`config.mk`:
```
export PLATFORM = sky130hd
export DESIGN_NAME = bw_director
export DESIGN_NICKNAME = d
export VERILOG_FILES = /design/src/rtl/bw_director_pkg.sv /design/src/rtl/bw_dir_poll.sv /design/src/rtl/bw_dir_divider.sv /design/src/rtl/bw_dir_alloc.sv /design/src/rtl/bw_dir_bcast.sv /design/src/rtl/bw_director.sv
export SDC_FILE = /design/constraint.sdc
export NUM_CORES = 1
export LEC_CHECK = 0
export ABC_AREA = 1
export CORE_MARGIN = 5
export CORE_UTILIZATION = 45
export CTS_BUF_LIST = sky130_fd_sc_hd__clkbuf_16
export DETAILED_ROUTE_END_ITERATION = 7
export PLACE_DENSITY = 0.58
export RECOVER_POWER = 50
export SKIP_LAST_GASP = 1
export SYNTH_ARGS = -nofsm -noshare
export SYNTH_HDL_FRONTEND = slang
export SYNTH_SLANG_ARGS = --single-unit
```
`constraint.sdc`:
```
create_clock -name clk -period 7.85 [get_ports clk]
set_input_delay 1.1775 -clock clk [delete_from_list [all_inputs] [get_ports clk]]
set_output_delay 1.1775 -clock clk [all_outputs]
set_load 0.01 [all_outputs]
```
`src/rtl/bw_director_pkg.sv`:
```
package bw_director_pkg;
  typedef enum logic [1:0] {
    AL_IDLE = 2'd0,
    AL_KICK = 2'd1,
    AL_WAIT = 2'd2
  } alloc_state_e;
endpackage

```
`src/rtl/bw_dir_poll.sv`:
```
module bw_dir_poll #(
  parameter int M      = 4,
  parameter int SIG_W  = 8,
  parameter int RATE_W = 8,
  parameter int ID_W   = 2,
  parameter int SSUM_W = 11,
  parameter int RSUM_W = 11
) (
  input  logic                  clk,
  input  logic                  rst_n,
  input  logic                  restart_i,
  input  logic                  rpt_ready_i,
  input  logic [SIG_W-1:0]      rpt_sigma_i,
  input  logic [RATE_W-1:0]     rpt_rho_i,
  output logic [ID_W-1:0]       poll_id_o,
  output logic                  fwd_valid_o,
  output logic [SIG_W-1:0]      fwd_sigma_o,
  output logic [RATE_W-1:0]     fwd_rho_o,
  output logic                  done_o,
  output logic [M*SIG_W-1:0]    sig_flat_o,
  output logic [M*RATE_W-1:0]   rho_flat_o,
  output logic [SSUM_W-1:0]     ssum_o,
  output logic [RSUM_W-1:0]     rsum_o
);
  logic              active_q, active_d;
  logic [ID_W-1:0]   idx_q, idx_d;
  logic [SSUM_W-1:0] ssum_q, ssum_d;
  logic [RSUM_W-1:0] rsum_q, rsum_d;
  logic              fwdv_q, done_q, done_d;
  logic [SIG_W-1:0]  fwds_q;
  logic [RATE_W-1:0] fwdr_q;
  logic              take, last;

  assign take = active_q & rpt_ready_i;
  assign last = (idx_q == ID_W'(M-1));

  always_comb begin
    active_d = active_q;
    idx_d    = idx_q;
    ssum_d   = ssum_q;
    rsum_d   = rsum_q;
    done_d   = 1'b0;
    if (restart_i && !active_q) begin
      active_d = 1'b1;
      ssum_d   = '0;
      rsum_d   = '0;
    end
    if (take) begin
      ssum_d = ssum_q + SSUM_W'(rpt_sigma_i);
      rsum_d = rsum_q + RSUM_W'(rpt_rho_i);
      if (last) begin
        idx_d    = '0;
        active_d = 1'b0;
        done_d   = 1'b1;
      end else begin
        idx_d = idx_q + ID_W'(1);
      end
    end
  end

  always_ff @(posedge clk or negedge rst_n) begin
    if (!rst_n) begin
      active_q <= 1'b1;
      idx_q    <= '0;
      ssum_q   <= '0;
      rsum_q   <= '0;
      fwdv_q   <= 1'b0;
      done_q   <= 1'b0;
      fwds_q   <= '0;
      fwdr_q   <= '0;
    end else begin
      active_q <= active_d;
      idx_q    <= idx_d;
      ssum_q   <= ssum_d;
      rsum_q   <= rsum_d;
      fwdv_q   <= take;
      done_q   <= done_d;
      if (take) begin
        fwds_q <= rpt_sigma_i;
        fwdr_q <= rpt_rho_i;
      end
    end
  end

  for (genvar m = 0; m < M; m++) begin : g_slot
    logic [SIG_W-1:0]  s_q;
    logic [RATE_W-1:0] r_q;
    logic              wr;
    assign wr = take && (idx_q == ID_W'(m));
    always_ff @(posedge clk or negedge rst_n) begin
      if (!rst_n) begin
        s_q <= '0;
        r_q <= '0;
      end else if (wr) begin
        s_q <= rpt_sigma_i;
        r_q <= rpt_rho_i;
      end
    end
    assign sig_flat_o[m*SIG_W +: SIG_W]   = s_q;
    assign rho_flat_o[m*RATE_W +: RATE_W] = r_q;
  end

  assign poll_id_o   = idx_q;
  assign fwd_valid_o = fwdv_q;
  assign fwd_sigma_o = fwds_q;
  assign fwd_rho_o   = fwdr_q;
  assign done_o      = done_q;
  assign ssum_o      = ssum_q;
  assign rsum_o      = rsum_q;
endmodule

```
`src/rtl/bw_dir_divider.sv`:
```
module bw_dir_divider #(
  parameter int NUM_W = 24,
  parameter int DEN_W = 11,
  localparam int CNT_W = $clog2(NUM_W+1)
) (
  input  logic             clk,
  input  logic             rst_n,
  input  logic             start_i,
  input  logic [NUM_W-1:0] dividend_i,
  input  logic [DEN_W-1:0] divisor_i,
  output logic             done_o,
  output logic [NUM_W-1:0] quot_o
);
  logic             busy_q, busy_d, done_q, done_d;
  logic [CNT_W-1:0] cnt_q, cnt_d;
  logic [NUM_W-1:0] dvd_q, dvd_d;
  logic [DEN_W:0]   rem_q, rem_d;
  logic [DEN_W-1:0] den_q, den_d;
  logic [DEN_W:0]   shifted;
  logic [DEN_W+1:0] trial;
  logic             fits;

  assign shifted = {rem_q[DEN_W-1:0], dvd_q[NUM_W-1]};
  assign trial   = {1'b0, shifted} - {2'b00, den_q};
  assign fits    = ~trial[DEN_W+1];

  always_comb begin
    busy_d = busy_q;
    cnt_d  = cnt_q;
    dvd_d  = dvd_q;
    rem_d  = rem_q;
    den_d  = den_q;
    done_d = 1'b0;
    if (start_i) begin
      busy_d = 1'b1;
      cnt_d  = '0;
      dvd_d  = dividend_i;
      rem_d  = '0;
      den_d  = divisor_i;
    end else if (busy_q) begin
      rem_d = fits ? trial[DEN_W:0] : shifted;
      dvd_d = {dvd_q[NUM_W-2:0], fits};
      cnt_d = cnt_q + CNT_W'(1);
      if (cnt_q == CNT_W'(NUM_W-1)) begin
        busy_d = 1'b0;
        done_d = 1'b1;
      end
    end
  end

  always_ff @(posedge clk or negedge rst_n) begin
    if (!rst_n) begin
      busy_q <= 1'b0;
      cnt_q  <= '0;
      dvd_q  <= '0;
      rem_q  <= '0;
      den_q  <= '0;
      done_q <= 1'b0;
    end else begin
      busy_q <= busy_d;
      cnt_q  <= cnt_d;
      dvd_q  <= dvd_d;
      rem_q  <= rem_d;
      den_q  <= den_d;
      done_q <= done_d;
    end
  end

  assign done_o = done_q;
  assign quot_o = dvd_q;
endmodule

```
`src/rtl/bw_dir_alloc.sv`:
```
module bw_dir_alloc
  import bw_director_pkg::*;
#(
  parameter int M      = 4,
  parameter int SIG_W  = 8,
  parameter int ID_W   = 2,
  parameter int RSUM_W = 11,
  parameter int SSUM_W = 11,
  parameter int WIN    = 16,
  localparam int PW_W  = $clog2(WIN+1),
  localparam int REM_W = RSUM_W + PW_W,
  localparam int NUM_W = REM_W + SIG_W
) (
  input  logic               clk,
  input  logic               rst_n,
  input  logic               start_i,
  input  logic [M*SIG_W-1:0] sig_flat_i,
  input  logic [SSUM_W-1:0]  ssum_i,
  input  logic [RSUM_W-1:0]  rsum_i,
  input  logic [RSUM_W-1:0]  budget_i,
  output logic               done_o,
  output logic [M*SIG_W-1:0] res_flat_o
);
  alloc_state_e      st_q, st_d;
  logic [ID_W-1:0]   idx_q, idx_d;
  logic [REM_W-1:0]  left_q, left_d;
  logic              done_q, done_d, fill, wr;
  logic [SIG_W-1:0]  sig_arr [M];
  logic [SIG_W-1:0]  sig_cur, share;
  logic [NUM_W-1:0]  quot;
  logic              div_done;

  for (genvar m = 0; m < M; m++) begin : g_unpack
    assign sig_arr[m] = sig_flat_i[m*SIG_W +: SIG_W];
  end
  assign sig_cur = sig_arr[idx_q];

  bw_dir_divider #(.NUM_W(NUM_W), .DEN_W(SSUM_W)) u_div (
    .clk        (clk),
    .rst_n      (rst_n),
    .start_i    (st_q == AL_KICK),
    .dividend_i (NUM_W'(left_q) * NUM_W'(sig_cur)),
    .divisor_i  (ssum_i),
    .done_o     (div_done),
    .quot_o     (quot)
  );

  always_comb begin
    if (quot == '0)                     share = SIG_W'(1);
    else if (quot > NUM_W'(sig_cur))    share = sig_cur;
    else                                share = quot[SIG_W-1:0];
  end

  always_comb begin
    st_d   = st_q;
    idx_d  = idx_q;
    left_d = left_q;
    done_d = 1'b0;
    fill   = 1'b0;
    wr     = 1'b0;
    unique case (st_q)
      AL_IDLE: if (start_i) begin
        if ((rsum_i < budget_i) && (ssum_i != '0)) begin
          left_d = REM_W'(budget_i - rsum_i) * REM_W'(WIN);
          idx_d  = '0;
          st_d   = AL_KICK;
        end else begin
          fill   = 1'b1;
          done_d = 1'b1;
        end
      end
      AL_KICK: st_d = AL_WAIT;
      AL_WAIT: if (div_done) begin
        wr = 1'b1;
        if (idx_q == ID_W'(M-1)) begin
          st_d   = AL_IDLE;
          done_d = 1'b1;
        end else begin
          idx_d = idx_q + ID_W'(1);
          st_d  = AL_KICK;
        end
      end
      default: st_d = AL_IDLE;
    endcase
  end

  always_ff @(posedge clk or negedge rst_n) begin
    if (!rst_n) begin
      st_q   <= AL_IDLE;
      idx_q  <= '0;
      left_q <= '0;
      done_q <= 1'b0;
    end else begin
      st_q   <= st_d;
      idx_q  <= idx_d;
      left_q <= left_d;
      done_q <= done_d;
    end
  end

  for (genvar m = 0; m < M; m++) begin : g_res
    logic [SIG_W-1:0] r_q;
    always_ff @(posedge clk or negedge rst_n) begin
      if (!rst_n)                              r_q <= '0;
      else if (fill)                           r_q <= SIG_W'(1);
      else if (wr && (idx_q == ID_W'(m)))      r_q <= share;
    end
    assign res_flat_o[m*SIG_W +: SIG_W] = r_q;
  end

  assign done_o = done_q;
endmodule

```
`src/rtl/bw_dir_bcast.sv`:
```
module bw_dir_bcast #(
  parameter int M      = 4,
  parameter int SIG_W  = 8,
  parameter int RATE_W = 8,
  parameter int ID_W   = 2
) (
  input  logic                clk,
  input  logic                rst_n,
  input  logic                start_i,
  input  logic [M*SIG_W-1:0]  res_flat_i,
  input  logic [M*RATE_W-1:0] rho_flat_i,
  output logic                pol_new_o,
  output logic [ID_W-1:0]     pol_id_o,
  output logic [SIG_W-1:0]    pol_sigma_o,
  output logic [RATE_W-1:0]   pol_rate_o,
  output logic                done_o
);
  logic              on_q, on_d, done_q, done_d;
  logic [ID_W-1:0]   id_q, id_d;
  logic [SIG_W-1:0]  res_arr [M];
  logic [RATE_W-1:0] rho_arr [M];

  for (genvar m = 0; m < M; m++) begin : g_unpack
    assign res_arr[m] = res_flat_i[m*SIG_W +: SIG_W];
    assign rho_arr[m] = rho_flat_i[m*RATE_W +: RATE_W];
  end

  always_comb begin
    on_d   = on_q;
    id_d   = id_q;
    done_d = 1'b0;
    if (start_i && !on_q) begin
      on_d = 1'b1;
      id_d = '0;
    end else if (on_q) begin
      if (id_q == ID_W'(M-1)) begin
        on_d   = 1'b0;
        id_d   = '0;
        done_d = 1'b1;
      end else begin
        id_d = id_q + ID_W'(1);
      end
    end
  end

  always_ff @(posedge clk or negedge rst_n) begin
    if (!rst_n) begin
      on_q   <= 1'b0;
      id_q   <= '0;
      done_q <= 1'b0;
    end else begin
      on_q   <= on_d;
      id_q   <= id_d;
      done_q <= done_d;
    end
  end

  assign pol_new_o   = on_q;
  assign pol_id_o    = id_q;
  assign pol_sigma_o = on_q ? res_arr[id_q] : '0;
  assign pol_rate_o  = on_q ? rho_arr[id_q] : '0;
  assign done_o      = done_q;
endmodule

```
`src/rtl/bw_director.sv`:
```
module bw_director #(
  parameter int M      = 4,
  parameter int SIG_W  = 8,
  parameter int RATE_W = 8,
  parameter int WIN    = 16,
  localparam int ID_W   = (M > 1) ? $clog2(M) : 1,
  localparam int RSUM_W = RATE_W + $clog2(M+1),
  localparam int SSUM_W = SIG_W + $clog2(M+1)
) (
  input  logic              clk,
  input  logic              rst_n,
  input  logic [RSUM_W-1:0] budget,
  input  logic              rpt_ready,
  input  logic [SIG_W-1:0]  rpt_sigma,
  input  logic [RATE_W-1:0] rpt_rho,
  output logic [ID_W-1:0]   poll_id,
  output logic              fwd_valid,
  output logic [SIG_W-1:0]  fwd_sigma,
  output logic [RATE_W-1:0] fwd_rho,
  output logic              pol_new,
  output logic [ID_W-1:0]   pol_id,
  output logic [SIG_W-1:0]  pol_sigma,
  output logic [RATE_W-1:0] pol_rate
);
  logic                poll_done, alloc_done, bc_done;
  logic [M*SIG_W-1:0]  sig_flat, res_flat;
  logic [M*RATE_W-1:0] rho_flat;
  logic [SSUM_W-1:0]   ssum;
  logic [RSUM_W-1:0]   rsum;

  bw_dir_poll #(
    .M(M), .SIG_W(SIG_W), .RATE_W(RATE_W), .ID_W(ID_W),
    .SSUM_W(SSUM_W), .RSUM_W(RSUM_W)
  ) u_poll (
    .clk(clk), .rst_n(rst_n), .restart_i(bc_done),
    .rpt_ready_i(rpt_ready), .rpt_sigma_i(rpt_sigma), .rpt_rho_i(rpt_rho),
    .poll_id_o(poll_id), .fwd_valid_o(fwd_valid), .fwd_sigma_o(fwd_sigma),
    .fwd_rho_o(fwd_rho), .done_o(poll_done), .sig_flat_o(sig_flat),
    .rho_flat_o(rho_flat), .ssum_o(ssum), .rsum_o(rsum)
  );

  bw_dir_alloc #(
    .M(M), .SIG_W(SIG_W), .ID_W(ID_W), .RSUM_W(RSUM_W),
    .SSUM_W(SSUM_W), .WIN(WIN)
  ) u_alloc (
    .clk(clk), .rst_n(rst_n), .start_i(poll_done), .sig_flat_i(sig_flat),
    .ssum_i(ssum), .rsum_i(rsum), .budget_i(budget),
    .done_o(alloc_done), .res_flat_o(res_flat)
  );

  bw_dir_bcast #(
    .M(M), .SIG_W(SIG_W), .RATE_W(RATE_W), .ID_W(ID_W)
  ) u_bcast (
    .clk(clk), .rst_n(rst_n), .start_i(alloc_done), .res_flat_i(res_flat),
    .rho_flat_i(rho_flat), .pol_new_o(pol_new), .pol_id_o(pol_id),
    .pol_sigma_o(pol_sigma), .pol_rate_o(pol_rate), .done_o(bc_done)
  );
endmodule

```
Yosys cells after proc, flatten, opt, wreduce, memory -nomap -nowiden
Cells that the tools add are included.
{"block": "totals", "reg_bits": 213}
{"block": "classes", "addsub": 8, "mul": 1, "magnitude_cmp": 4, "n_eq_ne": 14, "n_mux": 70, "bitwise": 4, "n_reduce_logical": 29}
{"op": "two-way mux 8 bit", "count": 18}
{"op": "two-way mux 11 bit", "count": 6}
{"op": "binary-select mux 8 bit (select 2 bit)", "count": 3}
{"op": "two-way mux 24 bit", "count": 2}
{"op": "two-way mux 1 bit", "count": 25}
{"op": "> comparator 24 x 8 -> 1 bit", "count": 1}
{"op": "logical NOT 24 bit", "count": 1}
{"op": "adder 11 x 8 -> 11 bit", "count": 2}
{"op": "two-way mux 2 bit", "count": 11}
{"op": "multiplier 12 x 8 -> 20 bit", "count": 1}
{"op": "nonzero test 2 bit", "count": 8}
{"op": "subtractor 12 x 11 -> 13 bit", "count": 1}
{"op": "equality test 2 bit (second input constant)", "count": 6}
{"op": "subtractor 11 x 11 -> 12 bit", "count": 1}
{"op": "logical AND 1 bit", "count": 11}
{"op": "< comparator 11 bit", "count": 1}
{"op": "nonzero test 11 bit", "count": 1}
{"op": "two-way mux 5 bit", "count": 2}
{"op": "adder 2 x 1 -> 2 bit (second input constant)", "count": 3}
{"op": "equality test 2 x 1 -> 1 bit (second input constant)", "count": 3}
{"op": ">= comparator 3 bit (second input constant)", "count": 2}
{"op": "logical NOT 2 bit", "count": 3}
{"op": "!= test 2 bit (second input constant)", "count": 3}
{"op": "inverter 2 -> 3 bit", "count": 2}
{"op": "11 further kinds", "count": 13}

Depth between registers and ports, before layout
{"block": "depth", "word_depth": 9, "depth_mapped": 26}

By module
A second synthesis with hierarchy kept.
{"block": "hier_totals", "hier_cells": 2024, "hier_area_um2": 15118.2}
{"mod": "bw_dir_alloc", "n_inst": 1, "cells_per_inst": 883, "area_each_um2": 6349.8, "seq_area_each_um2": 1226.2}
{"mod": "bw_dir_poll", "n_inst": 1, "cells_per_inst": 551, "area_each_um2": 4805.9, "seq_area_each_um2": 2678.8}
{"mod": "bw_dir_divider", "n_inst": 1, "cells_per_inst": 388, "area_each_um2": 2990.4, "seq_area_each_um2": 1326.3}
{"mod": "bw_dir_bcast", "n_inst": 1, "cells_per_inst": 202, "area_each_um2": 972.2, "seq_area_each_um2": 100.1}

Worst setup path after synthesis
Ideal clock, no wire load.
{"block": "synth_timing", "path_type": "reg-to-reg", "from": "register u_alloc.idx_q[0]", "to": "register u_alloc.u_div.dvd_q[20], in the netlist u_alloc.u_div.quot_o[20]", "setup_time_ps": 117, "arrival_ps": 4614, "t_required_ps": 7733, "slack_ps": 3118, "path_stages_with_launch": 26, "period_less_slack_ps": 4732, "path_cell_list": "dfrtp_1 buf_4 clkinv_1 buf_2 nand2_1 nand3_1 nand2_1 buf_2 nor2_1 fa_1 inv_1 fa_1 inv_1 fa_1 inv_1 fa_1 inv_1 ha_1 nand2_1 inv_1 nand3_1 or2_2 nand2_1 nand2_1 nand3_1 nand2_1"}
{"block": "synth_between", "elab_chain_len": 6}
{"item": "start, declared", "line": "bw_dir_alloc.sv:25", "text": "logic [ID_W-1:0] idx_q, idx_d;"}
{"item": "start signal, assigned", "line": "bw_dir_alloc.sv:95", "text": "idx_q <= idx_d;"}
{"item": "inverter 2 -> 3 bit (implied by the code)", "line": "bw_dir_alloc.sv:36", "text": "assign sig_cur = sig_arr[idx_q];"}
{"item": "binary-select mux 8 bit (select 2 bit)", "line": "bw_dir_alloc.sv:36"}
{"item": "two-way mux 8 bit (implied by the code) (2 in a row)", "line": "bw_dir_alloc.sv:36"}
{"item": "multiplier 12 x 8 -> 20 bit", "line": "bw_dir_alloc.sv:42", "text": ".dividend_i (NUM_W'(left_q) * NUM_W'(sig_cur)),"}
{"item": "two-way mux 24 bit", "line": "bw_dir_divider.sv:34", "text": "if (start_i) begin"}
{"item": "end signal, assigned", "line": "bw_dir_divider.sv:62", "text": "dvd_q <= dvd_d;"}
{"item": "end, declared", "line": "bw_dir_divider.sv:16", "text": "logic [NUM_W-1:0] dvd_q, dvd_d;"}
No other way between the ends. The select of a mux whose other input is x is not followed.
A chain may end at the register's enable or synchronous reset.

Worst setup path after layout
{"block": "layout_timing", "from": "register u_alloc.idx_q[0]", "to": "register u_alloc.u_div.dvd_q[19], in the netlist u_alloc.u_div.quot_o[19]"}
The elaborated chain is that of the path after synthesis.

==> flow_summary.ini <==
[outcome]
outcome = complete, but fails checks
violations = capacitance limit, slew limit

[sta]
setup_viol = 0
setup_tns_ns = 0
min_period_ns = 5.91
max-slew-margin-rel_pct = -239
tightest_slew_ns = 5.09
rsz0062_at_grt = false
clock.fmax_mhz = 169
post-route-period-util_pct = 75.3
hold_viol_final = 0
skew_ns = 0.0108
slew_violations = 178

[route]
detail_route.wirelength_um = 38800
wl_met3_um = 1660
routed-wl-met2_um = 17600
drt_first_pass_iters = 5
drt_iter0_drc = 941
avgViaCountPerCell = 5.31
wl_per_cell_um = 16.5
dr.max_layer_used = met4
drt.antenna.violating_nets = 0
wl_met1_um = 18700
drc = 0
vias = 12500

[final_layout]
drive_gt1_share_pct = 2.86
final_cell_mix = 455 x nand2_1, 268 x inv_1, 213 x nor2_1
final_common_cell = nand2_1
finalNetCount = 2128
syn2layout_area_growth_pct = 12.6
antenna_cells = 0

[placed_design]
dp_hpwl_um = 28300
port_buffers = 67
place_congestion = 0.937

[clock_tree]
cts_hold_buf = 0
cts_root_buffer = clkbuf_16
ctsResizeCount = 0
cts_sinks = 213
cts_buffer_depth = 3
clkLatencyLatePin_ns = 0.53
cts_setup_buffers = 0
clkTransAtPathRegs_ns = 0.06
cts_tree = built
cts_buffers = 26
htree_levels = 1

[synthesis]
synth_seq_cells = 213
synth-edff-count = 0
synth_flop_cell = dfrtp_1
avgSynthCellArea_um2 = 7.63
syn_nets = 2088
synth_area_mm2 = 0.0145
synthCells = 1898
yosysUniqueCellTypes = 41
yosysSeqAreaShare_pct = 36.8
async_reset_ff_share_pct = 100
ys.warnings.count = 0

[worst_setup_path]
worstPathCellList = clkinv_1 -> nand2_1 -> nand3_1 -> nand2_1 -> nor2_1 -> fa_1 -> fa_1 -> fa_1 -> inv_1 -> fa_1 -> inv_1 -> ha_1 -> a21oi_1 -> nor2_1 -> nor2_1 -> nand2_1 -> a21oi_1 -> inv_1 -> nand2_1 -> nand3_1 -> nand2_1
worst-endpoint-required_ns = 8.31
critPathMostFrequentCell = nand2_1
worst-path-buf-inv = 4
worstPathMaxFanout = 20
crit_path_end_kind = register
critPathSlowestCell = dfrtp_1
arrival_ns = 6.38
crit_path_max_incr_delay_ns = 0.72
cp-start-kind = register
path_class = reg -> reg
crit_family = adder cells

[global_route]
first_global_vias = 12300
grt_max_degree = 123
antenna_found_initial = 0
grt_pass1_wl_um = 65000
grt_overflow_total = 0
grt_usage_pct = 21.9

[floorplan]
ios = 68
die-height_um = 189
row_count = 65
start_util_pct = 45.8
core_area_mm2 = 0.0316
dieArea_mm2 = 0.0359
die_w_um = 189

[job]
cap_viol_max_count = 3

[worst_hold_path]
hold_class = reg -> reg
routing by layer:
layer / vias to the layer above / track usage [%]
met2: 301 / 34.8
met1: 6003 / 32.2
met5: - / 0
met4: 0 / 5.31
met3: 57 / 2.58
li1: 6161 / -
layout make-up:
class,instances,area [um2]
flip-flops and latches,213,5330
multi-input cells,1357,7880
clock buffers,26,651
well taps,402,503
inverters,267,1000
clock inverters,22,236
repair buffers,73,711
fillers,3120,15300
cells in the mapped netlist (8+ instances only):
library cell | n | area share, %
a21oi_1 | 76 | 2.6
ha_1 | 96 | 8.3
o22ai_1 | 17 | 0.73
nand2_1 | 455 | 12
o21ai_0 | 185 | 6.4
fa_1 | 64 | 8.8
clkbuf_1 | 36 | 0.93
dfrtp_1 | 212 | 37
xnor2_1 | 11 | 0.67
xor2_1 | 8 | 0.48
inv_1 | 262 | 6.8
nand3_1 | 155 | 5.4
buf_2 | 21 | 0.73
nor3_1 | 14 | 0.48
nor2_1 | 214 | 5.5
sequential cells by signal, indices dropped and copies added, names as in the netlist, 5 cells and up:
signal / cells
u_poll.fwd_rho_o: 8
u_alloc.u_div.quot_o: 24
u_alloc.u_div.den_q: 11
u_alloc.left_q: 12
u_poll.fwd_sigma_o: 8
u_poll.ssum_o: 11
u_poll.rsum_o: 11
u_alloc.u_div.rem_q: 11
u_alloc.g_res.r_q: 32
u_alloc.u_div.cnt_q: 5
u_poll.g_slot.r_q: 32
u_poll.g_slot.s_q: 32
logic make-up (layout without fill, tap and decap cells):
group / after synthesis / count (layout) / synth area share, %
AOI/OAI and AO/OA: 316 / 316 / 11.8
DFF: 213 / 213 / 36.8
adders and majority gates: 160 / 160 / 17.1
and+or+nand+nor: 862 / 862 / 24.3
xor gates and xnor gates: 19 / 19 / 1.15
buffers and inverters: 328 / 388 / 8.81
metrics by stage:
stage | util (%) | instances | setup WS [ns] | area [um2] | hold slack [ns]
global route | 51.6 | 2360 | 1.24 | 16300 | 0.484
CTS | 51.6 | 2360 | 2.01 | 16300 | 0.468
floorplan | - | 1898 | 3.12 | 14500 | 0.435
global placement | 48.8 | 2312 | 2.14 | 15400 | 0.450
detailed placement | 48.8 | 2312 | 2.02 | 15400 | 0.460
finish | 51.6 | 2360 | 1.94 | 16300 | 0.462
path summary, 6_finish.rpt:
| kind | startpoint | depth (start not counted) | slack, ns | end |
|---|---|---|---|---|
| max | u_alloc.idx_q[0]$_DFFE_PN0P_ | 21 | 1.94 | u_alloc.u_div.quot_o[19]$_DFFE_PN0P_ |
| min | u_poll.rsum_o[10]$_DFFE_PN0P_ | 1 | 0.46 | u_poll.rsum_o[10]$_DFFE_PN0P_ |
| max reg2reg | u_alloc.idx_q[0]$_DFFE_PN0P_ | 21 | 1.94 | u_alloc.u_div.quot_o[19]$_DFFE_PN0P_ |
| min reg2reg | u_poll.rsum_o[10]$_DFFE_PN0P_ | 1 | 0.46 | u_poll.rsum_o[10]$_DFFE_PN0P_ |
| max in group asynchronous | rst_n | 1 | 2.53 | u_alloc.u_div.quot_o[10]$_DFFE_PN0P_ |
| min in group asynchronous | rst_n | 1 | 2.49 | u_poll.ssum_o[6]$_DFFE_PN0P_ |
worst register-to-register path, cell delays in order, from the launching register on:
cell      delay (ns)
dfrtp_1         0.72
clkinv_1        0.63
nand2_1         0.19
nand3_1         0.08
nand2_1         0.43
nor2_1          0.14
fa_1            0.57
fa_1            0.44
fa_1            0.54
inv_1           0.05
fa_1            0.56
inv_1           0.05
ha_1            0.35
a21oi_1         0.25
nor2_1          0.06
nor2_1          0.09
nand2_1         0.13
a21oi_1         0.23
inv_1           0.06
nand2_1         0.06
nand3_1         0.07
nand2_1         0.13
Power is left out: the tool's default activity adds up to more than one toggle a clock period on the data nets, which glitch-free logic cannot reach.
